### config.mk
export PLATFORM = sky130hd
export DESIGN_NAME = rx_poll_if
export DESIGN_NICKNAME = d
export VERILOG_FILES = /design/src/rtl/rxp_pkg.sv /design/src/rtl/rxp_poll.sv /design/src/rtl/rxp_xfer.sv /design/src/rtl/rx_poll_if.sv
export SDC_FILE = /design/constraint.sdc
export NUM_CORES = 1
export LEC_CHECK = 0
export CAP_MARGIN = 20
export CORE_UTILIZATION = 29
export CTS_CLUSTER_DIAMETER = 150
export CTS_CLUSTER_SIZE = 40
export DETAILED_ROUTE_END_ITERATION = 8
export PLACE_DENSITY = 0.74
export SETUP_SLACK_MARGIN = 0.2
export SYNTH_ARGS = -nofsm -noshare
export SYNTH_HDL_FRONTEND = slang
export SYNTH_SLANG_ARGS = --single-unit
### constraint.sdc
create_clock -name clk -period 1 [get_ports clk]
set_input_delay 0.15 -clock clk [delete_from_list [all_inputs] [get_ports clk]]
set_output_delay 0.15 -clock clk [all_outputs]
set_load 0.01 [all_outputs]
### src/rtl/rxp_pkg.sv
package rxp_pkg;
   localparam logic [1:0] MODE_LEAD = 2'b01;
   localparam int unsigned LAT_MAX = 2;

   typedef enum logic {
      XS_IDLE = 1'b0,
      XS_OPEN = 1'b1
   } xfer_state_t;
endpackage

### src/rtl/rxp_poll.sv
module rxp_poll
   import rxp_pkg::*;
#(
   parameter int unsigned ADDR_W  = 5,
   parameter int unsigned MY_PORT = 9
) (
   input  logic              clk,
   input  logic              rst_n,
   input  logic              lead_mode,
   input  logic [ADDR_W-1:0] poll_addr,
   input  logic              ready,
   output logic              avail
);
   localparam logic [ADDR_W-1:0] PORT_V = ADDR_W'(MY_PORT);

   logic [LAT_MAX-1:0] hit_q;
   logic               hit_now;

   assign hit_now = (poll_addr == PORT_V) && ready;

   always_ff @(posedge clk) begin
      if (!rst_n) begin
         hit_q <= '0;
      end else begin
         hit_q <= {hit_q[LAT_MAX-2:0], hit_now};
      end
   end

   // stage 0 answers after one clock, last stage after LAT_MAX clocks
   assign avail = lead_mode ? hit_q[LAT_MAX-1] : hit_q[0];
endmodule

### src/rtl/rxp_xfer.sv
module rxp_xfer
   import rxp_pkg::*;
#(
   parameter int unsigned ADDR_W  = 5,
   parameter int unsigned DATA_W  = 16,
   parameter int unsigned MY_PORT = 9
) (
   input  logic              clk,
   input  logic              rst_n,
   input  logic              lead_mode,
   input  logic              ready,
   input  logic              sel_req,
   input  logic [ADDR_W-1:0] sel_addr,
   input  logic              rd_en,
   input  logic [DATA_W-1:0] fifo_dat,
   input  logic              fifo_eop,
   output logic              busy,
   output logic              fifo_pop,
   output logic [DATA_W-1:0] out_dat,
   output logic              out_val,
   output logic              out_soa,
   output logic              out_eop
);
   localparam logic [ADDR_W-1:0] PORT_V   = ADDR_W'(MY_PORT);
   localparam logic [DATA_W-1:0] PORT_BUS = DATA_W'(MY_PORT);

   xfer_state_t st_q, st_d;
   logic        open_lead, open_sel;

   assign open_lead = (st_q == XS_IDLE) && lead_mode && rd_en && ready;
   assign open_sel  = (st_q == XS_IDLE) && !lead_mode && sel_req && (sel_addr == PORT_V);
   assign busy      = (st_q == XS_OPEN);
   assign fifo_pop  = busy && rd_en;

   always_comb begin
      st_d = st_q;
      unique case (st_q)
         XS_IDLE: if (open_lead || open_sel) st_d = XS_OPEN;
         XS_OPEN: if (fifo_pop && fifo_eop) st_d = XS_IDLE;
         default: st_d = XS_IDLE;
      endcase
   end

   always_ff @(posedge clk) begin
      if (!rst_n) begin
         st_q    <= XS_IDLE;
         out_val <= 1'b0;
         out_soa <= 1'b0;
         out_eop <= 1'b0;
         out_dat <= '0;
      end else begin
         st_q    <= st_d;
         out_val <= fifo_pop;
         out_eop <= fifo_pop && fifo_eop;
         out_soa <= open_lead;
         if (fifo_pop)       out_dat <= fifo_dat;
         else if (open_lead) out_dat <= PORT_BUS;
         else                out_dat <= '0;
      end
   end
endmodule

### src/rtl/rx_poll_if.sv
module rx_poll_if
   import rxp_pkg::*;
#(
   parameter int unsigned ADDR_W  = 5,
   parameter int unsigned DATA_W  = 16,
   parameter int unsigned FILL_W  = 6,
   parameter int unsigned MY_PORT = 9
) (
   input  logic              clk,
   input  logic              rst_n,
   input  logic [1:0]        cfg_mode,
   input  logic [ADDR_W-1:0] poll_addr,
   input  logic [FILL_W-1:0] fill_level,
   input  logic [FILL_W-1:0] fill_thresh,
   input  logic              eop_present,
   input  logic              sel_req,
   input  logic [ADDR_W-1:0] sel_addr,
   input  logic              rd_en,
   input  logic [DATA_W-1:0] fifo_dat,
   input  logic              fifo_eop,
   output logic              fifo_pop,
   output logic              pkt_avail,
   output logic [DATA_W-1:0] out_dat,
   output logic              out_val,
   output logic              out_soa,
   output logic              out_eop
);
   generate
      if (DATA_W < ADDR_W) begin : g_bad_width
         $error("rx_poll_if: DATA_W must hold an in-band port address");
      end
      if (MY_PORT >= (1 << ADDR_W)) begin : g_bad_port
         $error("rx_poll_if: MY_PORT does not fit in ADDR_W bits");
      end
      if (LAT_MAX < 2) begin : g_bad_lat
         $error("rx_poll_if: poll pipeline needs two stages");
      end
   endgenerate

   logic lead_q;
   logic busy;
   logic ready;

   assign ready = (fill_level >= fill_thresh) || eop_present;

   always_ff @(posedge clk) begin
      if (!rst_n)     lead_q <= 1'b0;
      else if (!busy) lead_q <= (cfg_mode == MODE_LEAD);
   end

   rxp_poll #(
      .ADDR_W (ADDR_W),
      .MY_PORT(MY_PORT)
   ) u_poll (
      .clk      (clk),
      .rst_n    (rst_n),
      .lead_mode(lead_q),
      .poll_addr(poll_addr),
      .ready    (ready),
      .avail    (pkt_avail)
   );

   rxp_xfer #(
      .ADDR_W (ADDR_W),
      .DATA_W (DATA_W),
      .MY_PORT(MY_PORT)
   ) u_xfer (
      .clk      (clk),
      .rst_n    (rst_n),
      .lead_mode(lead_q),
      .ready    (ready),
      .sel_req  (sel_req),
      .sel_addr (sel_addr),
      .rd_en    (rd_en),
      .fifo_dat (fifo_dat),
      .fifo_eop (fifo_eop),
      .busy     (busy),
      .fifo_pop (fifo_pop),
      .out_dat  (out_dat),
      .out_val  (out_val),
      .out_soa  (out_soa),
      .out_eop  (out_eop)
   );
endmodule

==> results of run 1 <==
-- cell type report --
cell class / count / share of cell area [%]
tap: 31 / 2.177
timing repair buffer: 75 / 36.87
inverter: 6 / 1.685
multi-input combinational: 55 / 31.46
sequential: 23 / 26.33
clock buffer: 4 / 1.475
-- power by group through the flow --
stage	Combinational (mW)	Clock (mW)	Sequential (mW)
floorplan	0.0979	0	0.955
global placement	0.323	0	0.950
detailed placement	0.331	0	0.950
CTS	0.356	0.421	0.931
global route	0.413	0.472	0.933
finish	0.383	0.409	0.931
-- worst paths after layout --
check                                      from  cells past startpoint  slack (ps)              end
worst min-delay path              fill_level[5]                      5         330   u_xfer.out_soa
worst min register to register  u_poll.hit_q[0]                      1         490  u_poll.hit_q[1]
worst max-delay path                     lead_q                      2        -230        pkt_avail
worst max register to register           lead_q                      6        -210      u_xfer.busy
-- registers in the layout, summed over array words and instances, names as in the netlist --
name / flops
lead_q: 1
u_poll.hit_q: 2
u_xfer.busy: 1
u_xfer.out_dat: 16
u_xfer.out_eop: 1
u_xfer.out_soa: 1
u_xfer.out_val: 1
-- cells by family (layout without fill, tap and decap cells) --
group	after synthesis	in the layout	share of synthesized area, %
simple gates	35	38	24.72
mux	1	1	1.286
compound gates	10	10	7.286
flops	23	23	52.57
buf+inv	8	85	5.571
fa+ha+maj	6	6	8.571
-- cell usage after synthesis --
| master | instances | area share (%) |
|---|---|---|
| sky130_fd_sc_hd__nand3_1 | 1 | 0.57 |
| sky130_fd_sc_hd__nor3b_2 | 1 | 1.4 |
| sky130_fd_sc_hd__nor3_1 | 1 | 0.57 |
| sky130_fd_sc_hd__nand4_1 | 1 | 0.71 |
| sky130_fd_sc_hd__dfxtp_1 | 23 | 53 |
| sky130_fd_sc_hd__nor3b_1 | 1 | 0.86 |
| sky130_fd_sc_hd__o21ai_0 | 2 | 1.1 |
| sky130_fd_sc_hd__buf_6 | 1 | 1.3 |
| sky130_fd_sc_hd__o221a_2 | 1 | 1.3 |
| sky130_fd_sc_hd__nand4b_1 | 1 | 1.0 |
| sky130_fd_sc_hd__nand3b_1 | 1 | 0.86 |
| sky130_fd_sc_hd__and2_1 | 17 | 12 |
| sky130_fd_sc_hd__nor2_1 | 2 | 0.86 |
| sky130_fd_sc_hd__mux2_2 | 1 | 1.3 |
| sky130_fd_sc_hd__a211oi_1 | 1 | 0.86 |
| sky130_fd_sc_hd__nand2b_1 | 1 | 0.71 |
| sky130_fd_sc_hd__nand2_1 | 5 | 2.1 |
| sky130_fd_sc_hd__and3_1 | 1 | 0.71 |
| sky130_fd_sc_hd__nor2b_1 | 1 | 0.71 |
| sky130_fd_sc_hd__a21oi_1 | 5 | 2.9 |
| sky130_fd_sc_hd__and4bb_2 | 1 | 1.4 |
| sky130_fd_sc_hd__buf_8 | 1 | 1.7 |
| sky130_fd_sc_hd__a221o_1 | 1 | 1.1 |
| sky130_fd_sc_hd__inv_1 | 6 | 2.6 |
| sky130_fd_sc_hd__ha_1 | 6 | 8.6 |
-- tightest hold or removal path: cells and delay by family --
kind,cells,cell delay [ps]
buffers and inverters,1,70
and+or+nand+nor,1,80
AOI/OAI and AO/OA,2,170
adders and majority gates,1,120
-- metal layers --
layer	track usage, %	routed length, um
met1	16.83	884
met2	28.74	1264
met3	4.308	297
met4	6.620	31
met5	0	0
-- repair_timing --
item	CTS	global route
cloned	4	0
setup endpoints to repair	43	42
resized for setup	159	28
pin swaps	32	12
buffers inserted	2	1
==> metrics.log, run 1 <==
INFO  metric status = complete, but fails checks
INFO  metric violations = DRC, setup timing
INFO  metric grt_remaining_overflow = 0
INFO  metric layout.core_utilization = between 60 and 70%
INFO  metric pin_count = between 60 and 70
INFO  metric globalRouteTotalUtil = between 10% and 20%
INFO  metric finClkSkew = 1.812 ps
INFO  metric hpwlAfterDp = roughly 1.7 mm
INFO  metric worst_path_dominant_cell_family = flip-flops
INFO  metric total_design_power = 1.723 mW
INFO  metric core_area = 0.002805 mm2
INFO  metric pwr_density_cell = roughly 970 mW/mm2
INFO  metric drtIter0Drc = 24
INFO  metric max-cap-violations = 0
INFO  metric port_buffers = 66
INFO  metric drc = 14
INFO  metric fill_cells = ~240
INFO  metric final.setup.tns = -529.9 ps
INFO  metric cts_hold_buffers = 0
INFO  metric multi_input_area = about 560 um2
INFO  metric finalHoldViolations = 0
INFO  metric static-leakage-power = between 0.7 and 0.8 nW
INFO  metric fin_crit = approximately 1200 ps
INFO  metric ant_nets = 0
INFO  metric tritoncts = built
INFO  metric routed_wire_length_per_instance = between 10 and 15 um
INFO  metric tritoncts.num_buffers = 3
INFO  metric fin_nets = between 200 and 250
INFO  metric cpMaxStageDelayCell = sky130_fd_sc_hd__dfxtp_2
INFO  metric required = 850 ps
INFO  metric worst_slew_pin_slew = approximately 240 ps
INFO  metric final_common_cell = sky130_fd_sc_hd__clkdlybuf4s50_1
INFO  metric die-area = 0.003244 mm2
INFO  metric area_growth_from_synthesis_to_layout = 103.4%
INFO  metric worstSetupStartpointType = register
INFO  metric final_cell_mix = sky130_fd_sc_hd__clkdlybuf4s50_1 (28), sky130_fd_sc_hd__buf_2 (17), sky130_fd_sc_hd__buf_6 (16), sky130_fd_sc_hd__dfxtp_1 (16), sky130_fd_sc_hd__and2_4 (10)
INFO  metric final_area = 0.001782 mm2
INFO  metric timing.critical_path.to_type = primary output
INFO  metric power.share.combinational = around 22%
INFO  metric peakVddDrop = 0.4329 mV
INFO  metric fin_worst_hold_slack = around 330 ps
INFO  metric ctsLongestPathBuffers = 2
INFO  metric clock_insertion_delay_at_the_later_pin_of_the_skew_report = 300 ps
INFO  metric drt-vias-per-instance = approximately 4.6
INFO  metric critical_path_arrival = around 1100 ps
INFO  metric syn_nets = 135
INFO  metric timing.critical_path.slowest_cell_delay = roughly 360 ps
INFO  metric yosysWarnings = 0
INFO  metric post-route-worst-setup-slack = -232.3 ps
INFO  metric post-place-cells = between 150 and 200
INFO  metric h-tree-depth = 1
INFO  metric clock-root-buffer = sky130_fd_sc_hd__clkbuf_4
INFO  metric path_max_fanout = 2
INFO  metric fp.dieW = ~57 um
INFO  metric firstDrtPassIters = 6
INFO  metric antenna_cells = 0
INFO  metric initial_antenna_violation_count = 0
INFO  metric slew_limit_fails = 0
INFO  metric max_freq = between 0.8 and 0.9 GHz
INFO  metric synth_cells = between 80 and 90
INFO  metric setup_violations = 6
INFO  metric syn-mean-instance-area = 10.55 um2
INFO  metric rsz_0062_raised_after_global_routing = yes
INFO  metric startpoint_to_endpoint_class_of_the_critical_path = register to primary output
INFO  metric first_pass_grt_wire_length = 3.926 mm
INFO  metric number_of_global_route_vias_before_repair = 880
INFO  metric switching_share = between 20% and 30%
INFO  metric mappedNetlistArea = around 880 um2
INFO  metric seq_area_frac_synth = a little over half
INFO  metric synth.ff_latch_count = 23
INFO  metric postRouteWirelength = 2.478 mm
INFO  metric min-delay-path-class = primary input to register
INFO  metric cts_sinks = 23
INFO  metric critPathBufInv = 1
INFO  metric worstPathCellList = mux2_4 -> buf_6
INFO  metric ys_types = 25
INFO  metric final_layout_size_suffix_gt1_share = ~55%
INFO  metric timing.final.crit_share = 123.2%
INFO  metric floorplan.rows = 19
INFO  metric dr_total_vias = between 800 and 900
INFO  metric clockPowerShare = a little under a quarter
INFO  metric relSlewSlack = approximately 84%
INFO  metric netSwitchingPower = slightly below 0.4 mW
INFO  metric floorplan.initialDensity = 31.22%
INFO  metric cts.reportedPaths.clkPinSlew = approximately 120 ps
INFO  metric seqPwrFrac = 54.1%
INFO  metric area.sequential = 469.2 um2
INFO  metric place_area = 0.001658 mm2
INFO  metric instances_no_fill = 194
INFO  metric pre_cts_slack = -610.1 ps
INFO  metric cellInternalPower = approximately 1.3 mW
INFO  metric gp_congestion = between 0.6 and 0.7
INFO  metric die_height = between 50 and 60 um
INFO  metric grt_start_max_net_pins = 13
(Power assumes the default switching activity.)
==> inputs of run 2 (changes only) <==
--- a/config.mk
+++ b/config.mk
@@ -6,11 +6,11 @@
 export NUM_CORES = 1
 export LEC_CHECK = 0
 export CAP_MARGIN = 20
-export CORE_UTILIZATION = 29
+export CORE_UTILIZATION = 32
 export CTS_CLUSTER_DIAMETER = 150
 export CTS_CLUSTER_SIZE = 40
 export DETAILED_ROUTE_END_ITERATION = 8
-export PLACE_DENSITY = 0.74
+export PLACE_DENSITY = 0.77
 export SETUP_SLACK_MARGIN = 0.2
 export SYNTH_ARGS = -nofsm -noshare
 export SYNTH_HDL_FRONTEND = slang
==> constraint.sdc (replaced) <==
create_clock -name clk -period 1.2 [get_ports clk]
set_input_delay 0.18 -clock clk [delete_from_list [all_inputs] [get_ports clk]]
set_output_delay 0.18 -clock clk [all_outputs]
set_load 0.01 [all_outputs]
==> run 2 against run 1 <==
  * The run ends with setup timing left
  * Die area fell by 9.1%
  * Global-route usage fell by 0.38 points
  * Clock skew rose by 2.8 ps
  * First-iteration DRC count fell by 92%
  * Combinational power fell by 27%
  * Sequential cell count did not move
  * Hold slack improved by 61 ps
  * Cell count fell by 2.6%
  * Critical path depth did not move
  * Clock-buffer cell count fell by 1
==> metrics.log, run 2 (same netlist as run 1, synthesis figures left out) <==
INFO  metric instances_no_fill = between 150 and 200
INFO  metric port_buffers = 66
INFO  metric drc = 0
INFO  metric antenna_cells = 0
INFO  metric grtUsageMet1 = 14.02%
INFO  metric clock_insertion_delay_at_the_later_pin_of_the_skew_report = just over 300 ps
INFO  metric relSlewSlack = around 90%
INFO  metric pre_cts_slack = -445.5 ps
INFO  metric total_design_power = 1.401 mW
INFO  metric largest_registers = u_xfer.out_dat (16), u_poll.hit_q (2)
INFO  metric drtIter0Drc = 2
INFO  metric timing.final.crit_share = 106.6%
INFO  metric worst_slew_pin_slew = 187.7 ps
INFO  metric floorplan.rows = 18
INFO  metric fin_worst_hold_slack = about 390 ps
INFO  metric min-delay-path-class = primary input to register
INFO  metric tritoncts = built
INFO  metric finalHoldViolations = 0
INFO  metric drt-vias-per-instance = 4.656
INFO  metric post-place-cells = between 150 and 200
INFO  metric tritoncts.num_buffers = 3
INFO  metric h-tree-depth = 1
INFO  metric clock-root-buffer = sky130_fd_sc_hd__clkbuf_4
INFO  metric layout.core_utilization = 65.82%
INFO  metric required = between 1000 and 1500 ps
INFO  metric rsz_0062_raised_after_global_routing = yes
INFO  metric static-leakage-power = between 0.7 and 0.8 nW
INFO  metric firstDrtPassIters = 4
INFO  metric largest_reg_flops = 16
INFO  metric first_pass_grt_wire_length = slightly above 3 mm
INFO  metric cpMaxStageDelayCell = sky130_fd_sc_hd__dfxtp_2
INFO  metric core_area = 0.002522 mm2
INFO  metric largest_register = u_xfer.out_dat
INFO  metric routed_wire_length_per_instance = approximately 13 um
INFO  metric postRouteWirelength = 2.481 mm
INFO  metric gp_congestion = 0.6412
INFO  metric area_growth_from_synthesis_to_layout = 89.57%
INFO  metric max_freq = 0.7816 GHz
INFO  metric startpoint_to_endpoint_class_of_the_critical_path = register to primary output
INFO  metric slew_limit_fails = 0
INFO  metric use_met2 = just under 30%
INFO  metric timing.critical_path.slowest_cell_delay = about 360 ps
INFO  metric grt_start_max_net_pins = 19
INFO  metric violations = setup timing
INFO  metric initial_antenna_violation_count = 0
INFO  metric globalRoute.busiestLayer = met2
INFO  metric fill_cells = between 200 and 250
INFO  metric peakVddDrop = 0.6779 mV
INFO  metric globalRouteMet3Util = 3.889%
INFO  metric pin_count = 67
INFO  metric worstSetupStartpointType = register
INFO  metric cts_sinks = 23
INFO  metric die_height = roughly 54 um
INFO  metric die-area = ~0.0030 mm2
INFO  metric worst_path_dominant_cell_family = flip-flops
INFO  metric floorplan.initialDensity = a little over a third
INFO  metric fin_crit = between 1000 and 1500 ps
INFO  metric status = complete, but fails checks
INFO  metric final.setup.tns = -79.40 ps
INFO  metric final_common_cell = sky130_fd_sc_hd__clkdlybuf4s50_1
INFO  metric fin_nets = approximately 210
INFO  metric post-route-worst-setup-slack = -79.40 ps
INFO  metric final_layout_size_suffix_gt1_share = 36.48%
INFO  metric number_of_global_route_vias_before_repair = roughly 760
INFO  metric critPathBufInv = 1
INFO  metric fp.dieW = roughly 54 um
INFO  metric setup_violations = 1
INFO  metric final_cell_mix = sky130_fd_sc_hd__clkdlybuf4s50_1 (28), sky130_fd_sc_hd__buf_2 (17), sky130_fd_sc_hd__dfxtp_1 (17), sky130_fd_sc_hd__and2_1 (16), sky130_fd_sc_hd__dlygate4sd2_1 (14)
INFO  metric pwr_density_cell = between 800 and 900 mW/mm2
INFO  metric globalRouteTotalUtil = around 15%
INFO  metric ctsLongestPathBuffers = 2
INFO  metric final_area = ~0.0017 mm2
INFO  metric timing.critical_path.to_type = primary output
INFO  metric ant_nets = 0
INFO  metric critical_path_arrival = between 1000 and 1500 ps
INFO  metric cts.reportedPaths.clkPinSlew = roughly 120 ps
INFO  metric dr_total_vias = just under 900
INFO  metric hpwlAfterDp = between 1.5 and 2 mm
INFO  metric max-cap-violations = 0
INFO  metric place_area = ~0.0017 mm2
INFO  metric path_max_fanout = 2
INFO  metric finClkSkew = 4.614 ps
INFO  metric grt_remaining_overflow = 0
INFO  metric worstPathCellList = mux2_4 -> buf_6
==> run 2: changes by cell type in the layout (fill, tap and decap cells not counted), moves of 2 or more <==
cell | before | now
sky130_fd_sc_hd__clkdlybuf4s15_1 | 0 | 2
sky130_fd_sc_hd__clkbuf_2 | 3 | 0
sky130_fd_sc_hd__buf_6 | 16 | 5
sky130_fd_sc_hd__and2_4 | 10 | 1
sky130_fd_sc_hd__and3_4 | 4 | 2
sky130_fd_sc_hd__and2_1 | 7 | 16
sky130_fd_sc_hd__dlygate4sd2_1 | 5 | 14
==> run 2: worst register-to-register path: stages, from the launching register on <==
cell                      delay (ps)
sky130_fd_sc_hd__dfxtp_2         350
sky130_fd_sc_hd__buf_4           130
sky130_fd_sc_hd__buf_6           120
sky130_fd_sc_hd__nor3b_4         170
sky130_fd_sc_hd__a221o_1         170
sky130_fd_sc_hd__nand3_1          80
sky130_fd_sc_hd__a21oi_2          90
==> run 2: metal layers <==
layer | wire length, um | share of wire, %
met4 | 34 | 1.4
met3 | 260 | 10
met5 | 0 | 0
met1 | 867 | 35
met2 | 1319 | 53
==> run 2: final timing paths <==
path / from / endpoint / slack, ps / depth (start not counted)
max: lead_q / pkt_avail / -80 / 2
min: rd_en / u_xfer.out_val / 390 / 3
max reg2reg: lead_q / u_xfer.busy / 40 / 6
min reg2reg: u_poll.hit_q[0] / u_poll.hit_q[1] / 480 / 1
==> run 2: area by class of cell <==
| cell class | instances | area [um2] | area share (%) |
|---|---|---|---|
| timing repair buffer | 73 | 621.8 | 37.45 |
| multi-input combinational | 53 | 478.0 | 28.79 |
| sequential | 23 | 467.9 | 28.18 |
| tap | 30 | 37.54 | 2.261 |
| inverter | 6 | 27.53 | 1.658 |
| clock buffer | 3 | 22.52 | 1.356 |
| clock inverter | 1 | 5.005 | 0.3014 |
==> run 2: power breakdown <==
group	internal, mW	total, mW	leakage (nW)	switching (mW)
sequential	0.772	0.775	0.189	0.00327
combinational	0.187	0.278	0.558	0.0905
clock	0.125	0.348	0.0177	0.223
==> run 2: repair_timing <==
item	4_1_cts	5_1_grt
hold buffers	0	0
setup endpoints to repair	42	17
resized for setup	115	8
hold endpoints to repair	0	0
gates cloned	0	1
setup buffers	2	0
pin swaps	15	5
